File: src/rtl/pm_evt_pkg.sv
package pm_evt_pkg;

  localparam int PM_W       = 16;
  localparam int SEL_W      = 2;
  localparam int CMD_W      = 8;
  localparam int TYP_W      = 3;

  localparam int BIT_TMR    = 0;
  localparam int BIT_GBL    = 5;
  localparam int BIT_BTN    = 8;
  localparam int BIT_RTC    = 10;
  localparam int BIT_WAK    = 15;
  localparam int BIT_SCIEN  = 0;
  localparam int BIT_SLPEN  = 13;
  localparam int TYP_LSB    = 10;

  localparam logic [PM_W-1:0] EVT_MASK =
    PM_W'((1 << BIT_TMR) | (1 << BIT_GBL) | (1 << BIT_BTN) | (1 << BIT_RTC));
  localparam logic [PM_W-1:0] STS_MASK = EVT_MASK | PM_W'(1 << BIT_WAK);
  localparam logic [PM_W-1:0] SLP_MASK = PM_W'(1 << BIT_SLPEN);

  typedef enum logic [SEL_W-1:0] {
    SEL_STS  = 2'd0,
    SEL_EN   = 2'd1,
    SEL_CTRL = 2'd2,
    SEL_NONE = 2'd3
  } pmSel_e;

  typedef struct packed {
    logic stsClr;
    logic enLoad;
    logic ctrlLoad;
    logic sciOn;
    logic sciOff;
    logic offReq;
    logic wakeReq;
    logic btnSet;
    logic smiFire;
  } pmStrobe_t;

endpackage

File: src/rtl/pm_evt_ctrl.sv
module pm_evt_ctrl
  import pm_evt_pkg::*;
#(
  parameter logic [CMD_W-1:0] APM_ON   = 8'hF1,
  parameter logic [CMD_W-1:0] APM_OFF  = 8'hF0,
  parameter logic [TYP_W-1:0] TYP_OFF  = 3'd0,
  parameter logic [TYP_W-1:0] TYP_WAKE = 3'd1
) (
  input  logic             wrEn,
  input  logic [SEL_W-1:0] wrSel,
  input  logic             slpReq,
  input  logic [TYP_W-1:0] slpTyp,
  input  logic             apmWr,
  input  logic [CMD_W-1:0] apmCmd,
  input  logic             smiCfgEn,
  input  logic             pwrBtnEvt,
  input  logic             pwrFailing,
  input  logic             btnEnable,
  output pmStrobe_t        strb
);

  logic ctrlHit;
  logic sleepGo;

  always_comb begin
    ctrlHit = wrEn && (pmSel_e'(wrSel) == SEL_CTRL);
    sleepGo = ctrlHit && slpReq;

    strb          = '0;
    strb.stsClr   = wrEn && (pmSel_e'(wrSel) == SEL_STS);
    strb.enLoad   = wrEn && (pmSel_e'(wrSel) == SEL_EN);
    strb.ctrlLoad = ctrlHit;
    strb.sciOn    = apmWr && (apmCmd == APM_ON);
    strb.sciOff   = apmWr && (apmCmd == APM_OFF);
    strb.wakeReq  = sleepGo && (slpTyp == TYP_WAKE);
    strb.offReq   = (sleepGo && (slpTyp == TYP_OFF)) ||
                    (pwrBtnEvt && pwrFailing);
    strb.btnSet   = pwrBtnEvt && !pwrFailing && btnEnable;
    strb.smiFire  = apmWr && smiCfgEn;
  end

endmodule

File: src/rtl/pm_evt_regs.sv
module pm_evt_regs
  import pm_evt_pkg::*;
(
  input  logic             clk,
  input  logic             rstN,
  input  pmStrobe_t        strb,
  input  logic [PM_W-1:0]  wrData,
  input  logic [SEL_W-1:0] rdSel,
  input  logic             tmrEvt,
  input  logic             gblEvt,
  input  logic             rtcEvt,
  output logic [PM_W-1:0]  rdData,
  output logic [PM_W-1:0]  stsQ,
  output logic [PM_W-1:0]  enQ,
  output logic [PM_W-1:0]  ctrlQ,
  output logic             sciLevel,
  output logic             smiPulse,
  output logic             shutdownReq,
  output logic             resetReq,
  output logic             s3Ind
);

  logic [PM_W-1:0] setMask;
  logic [PM_W-1:0] stsBase;
  logic [PM_W-1:0] stsNext;
  logic [PM_W-1:0] enNext;
  logic [PM_W-1:0] ctrlNext;

  always_comb begin
    setMask          = '0;
    setMask[BIT_TMR] = tmrEvt;
    setMask[BIT_GBL] = gblEvt;
    setMask[BIT_RTC] = rtcEvt;
    setMask[BIT_BTN] = strb.btnSet || strb.wakeReq;
    setMask[BIT_WAK] = strb.wakeReq;

    stsBase = strb.stsClr ? (stsQ & ~wrData) : stsQ;
    stsNext = (stsBase | setMask) & STS_MASK;

    enNext = strb.enLoad ? (wrData & EVT_MASK) : enQ;

    ctrlNext = strb.ctrlLoad ? (wrData & ~SLP_MASK) : ctrlQ;
    if (strb.sciOn)
      ctrlNext[BIT_SCIEN] = 1'b1;
    else if (strb.sciOff)
      ctrlNext[BIT_SCIEN] = 1'b0;
  end

  always_ff @(posedge clk or negedge rstN) begin
    if (!rstN) begin
      stsQ        <= '0;
      enQ         <= '0;
      ctrlQ       <= '0;
      smiPulse    <= 1'b0;
      shutdownReq <= 1'b0;
      resetReq    <= 1'b0;
      s3Ind       <= 1'b0;
    end else begin
      stsQ        <= stsNext;
      enQ         <= enNext;
      ctrlQ       <= ctrlNext;
      smiPulse    <= strb.smiFire;
      shutdownReq <= strb.offReq;
      resetReq    <= strb.wakeReq;
      s3Ind       <= s3Ind || strb.wakeReq;
    end
  end

  always_comb begin
    unique case (pmSel_e'(rdSel))
      SEL_STS:  rdData = stsQ;
      SEL_EN:   rdData = enQ;
      SEL_CTRL: rdData = ctrlQ;
      default:  rdData = '0;
    endcase
    sciLevel = |(stsQ & enQ & EVT_MASK);
  end

endmodule

File: src/rtl/pm_evt_sleep.sv
module pm_evt_sleep
  import pm_evt_pkg::*;
#(
  parameter logic [7:0] APM_ON   = 8'hF1,
  parameter logic [7:0] APM_OFF  = 8'hF0,
  parameter logic [2:0] TYP_OFF  = 3'd0,
  parameter logic [2:0] TYP_WAKE = 3'd1
) (
  input  logic        clk,
  input  logic        rstN,
  input  logic        wrEn,
  input  logic [1:0]  addr,
  input  logic [15:0] wrData,
  output logic [15:0] rdData,
  input  logic        apmWr,
  input  logic [7:0]  apmCmd,
  input  logic        smiCfgEn,
  input  logic        tmrEvt,
  input  logic        gblEvt,
  input  logic        rtcEvt,
  input  logic        pwrBtnEvt,
  input  logic        pwrFailing,
  output logic        sciLevel,
  output logic        smiPulse,
  output logic        shutdownReq,
  output logic        resetReq,
  output logic        s3Ind
);

  pmStrobe_t       strb;
  logic [PM_W-1:0] stsQ;
  logic [PM_W-1:0] enQ;
  logic [PM_W-1:0] ctrlQ;

  pm_evt_ctrl #(
    .APM_ON   (APM_ON),
    .APM_OFF  (APM_OFF),
    .TYP_OFF  (TYP_OFF),
    .TYP_WAKE (TYP_WAKE)
  ) u_ctrl (
    .wrEn       (wrEn),
    .wrSel      (addr),
    .slpReq     (wrData[BIT_SLPEN]),
    .slpTyp     (wrData[TYP_LSB +: TYP_W]),
    .apmWr      (apmWr),
    .apmCmd     (apmCmd),
    .smiCfgEn   (smiCfgEn),
    .pwrBtnEvt  (pwrBtnEvt),
    .pwrFailing (pwrFailing),
    .btnEnable  (enQ[BIT_BTN]),
    .strb       (strb)
  );

  pm_evt_regs u_regs (
    .clk         (clk),
    .rstN        (rstN),
    .strb        (strb),
    .wrData      (wrData),
    .rdSel       (addr),
    .tmrEvt      (tmrEvt),
    .gblEvt      (gblEvt),
    .rtcEvt      (rtcEvt),
    .rdData      (rdData),
    .stsQ        (stsQ),
    .enQ         (enQ),
    .ctrlQ       (ctrlQ),
    .sciLevel    (sciLevel),
    .smiPulse    (smiPulse),
    .shutdownReq (shutdownReq),
    .resetReq    (resetReq),
    .s3Ind       (s3Ind)
  );

endmodule

File: config.mk
export PLATFORM = sky130hd
export DESIGN_NAME = pm_evt_sleep
export DESIGN_NICKNAME = d
export VERILOG_FILES = /design/src/rtl/pm_evt_pkg.sv /design/src/rtl/pm_evt_ctrl.sv /design/src/rtl/pm_evt_regs.sv /design/src/rtl/pm_evt_sleep.sv
export SDC_FILE = /design/constraint.sdc
export NUM_CORES = 1
export LEC_CHECK = 0
export CAP_MARGIN = 20
export CORE_MARGIN = 10
export CORE_UTILIZATION = 40
export CTS_CLUSTER_DIAMETER = 120
export DETAILED_ROUTE_END_ITERATION = 7
export PLACE_DENSITY = 0.77
export SYNTH_ARGS = -nofsm -noshare
export SYNTH_HDL_FRONTEND = slang
export SYNTH_HIERARCHICAL = 1
export SYNTH_SLANG_ARGS = --single-unit
File: constraint.sdc
create_clock -name clk -period 0.9 [get_ports clk]
set_clock_uncertainty 0.2 [all_clocks]
set_input_delay 0.135 -clock clk [delete_from_list [all_inputs] [get_ports clk]]
set_output_delay 0.135 -clock clk [all_outputs]
set_load 0.005 [all_outputs]
==> run summary <==
Starting Density = 41.6%
Syn-to-layout area delta = 79.9%
arrival time of the worst setup path = 1.29 ns
CP required = 0.56 ns
routed len/inst = 20.4 µm
fin cells = 249
1st-iter DRT viols = 70
drt drc = 0
Routability Congestion = 0.816
Cells after Synth = 106
max-cap viol count = 0
ratio of cells with drive above 1 in the final layout = 55.7%
synthesized net count = 142
RSZ-0062 raised after global routing = true
pre-CTS setup slack = -1.12 ns
Die X-Extent = 79.1 µm
Layout Nets = 240
largest net degree at the start of global routing = 29
Via Count = 1247
maximum clock rate = 614 MHz
vias in the first global route = 1490
Worst Setup End Kind = primary output
# diodes = 0
port bufs = 55
H-tree levels = 1
Worst Path Max Fanout = 2
Ports = 57
most common cell after layout, fill and taps aside = clkdlybuf4s50_1
failing checks = negative hold slack, negative setup slack
TritonCTS Buffers = 3
crit path launch type = flip-flop
most frequent cells in the layout = clkdlybuf4s50_1, dfrtp_1, buf_6
Pwr per Cell Area = 1500 nW/µm²
status = finished with violations
# clock sinks = 28
Hold WC Path Type = input port to flip-flop
Clock Tree Buf Depth = 2
cell area after synthesis = 1400 µm²
CTS root buf = clkbuf_4
worst-path cell chain = buf_4 > a22oi_2 > nand2_1 > buf_2
post-route setup slack = -0.727 ns
fin crit share = 181%
clock-pin slew on the worst setup and hold paths = 0.16 ns
post-layout minimum cycle time = 1.63 ns
Final Hold Viols = 29
GRT Util Overall = 15.5%
final core utilization = 74.8%
CP max stage cell = dfrtp_1
largest stage delay on the critical path = 0.44 ns
max-slew violations = 0
initial antenna violation count = 0
synth warn = 6
dpl cells = 222
leakage power = 1.19 nW
Congestion Overflow GR = 0
FP Rows = 21
Overall Power = 3.77 mW
Pre-Repair DR Iteration Count = 4
Fin Hold WS = -0.170 ns
vias per inst = 5.01
DP HPWL = 3190 µm
die height = 79.1 µm
die area = 6260 µm²
CTS tree = built
VDD IR max = 1010 µV
global-route wire length before repair = 7760 µm
CP Class = flip-flop to primary output
Core Region = 3360 µm²
Mean Syn Cell Area = 13.2 µm²
final wirelength = 5090 µm
setup violators final = 47
Clock Latency Late Sink = 0.34 ns
Final ANT Viol Nets = 0
-- critical path: cells and delay by family, from the launching register on --
family          cells  cell delay, ns
simple gates        1            0.08
compound gates      1            0.15
flops               1            0.44
buf+inv             2            0.28
-- per-layer routing --
metal	part of all wire (%)	track usage [%]	vias up
met2	56	29.7	47
met3	5.2	4.39	11
li1	-	-	568
met1	37	16.0	621
met4	2.2	4.12	0
met5	0	0	-
-- sequential cells by signal (all words and copies together) (netlist names) --
register            flops
u_regs/ctrlQ           15
u_regs/stsQ             5
u_regs/enQ              4
u_regs/resetReq         1
u_regs/s3Ind            1
u_regs/shutdownReq      1
u_regs/smiPulse         1
-- stage by stage --
step	setup TNS, ns	instance area (µm²)
after floorplan	-6.31	1460
after global placement	-42.41	2180
after detailed placement	-43.66	2180
after CTS	-13.12	2390
after global routing	-15.77	2510
final	-14.41	2510
-- final timing paths --
kind                                 startpoint          endpoint  slack [ns]  cells past startpoint
worst max-delay path            u_regs/stsQ[10]          sciLevel       -0.73                      4
worst min-delay path                 wrData[11]  u_regs/ctrlQ[11]       -0.17                      2
worst max register to register   u_regs/stsQ[8]    u_regs/stsQ[8]       -0.43                      4
worst min register to register     u_regs/s3Ind      u_regs/s3Ind        0.29                      1
max in group asynchronous                  rstN    u_regs/enQ[10]        0.40                      2
min in group asynchronous                  rstN   u_regs/ctrlQ[2]       -0.09                      2
-- power breakdown --
part | internal [mW] | total (mW) | switching [mW]
Sequential | 1.45 | 1.61 | 0.161
Combinational | 0.869 | 1.30 | 0.427
Clock | 0.451 | 0.860 | 0.409
-- what timing repair did --
item                                   4_1_cts  5_1_grt
buffers inserted                            17        8
resized for setup                          129       24
pin swaps                                    9        4
setup endpoints to repair                   47       47
cloned                                       2        0
endpoints found under the hold margin       29       29
-- cell type report --
type	count	area, µm²
inverters	2	12.5
clock inverters	1	30.0
flip-flops and latches	28	702
multi-input cells	72	785
well taps	46	57.6
fillers	245	848
clock buffers	3	22.5
repair buffers	97	906
Note: power is estimated with default switching activity, not from simulation.
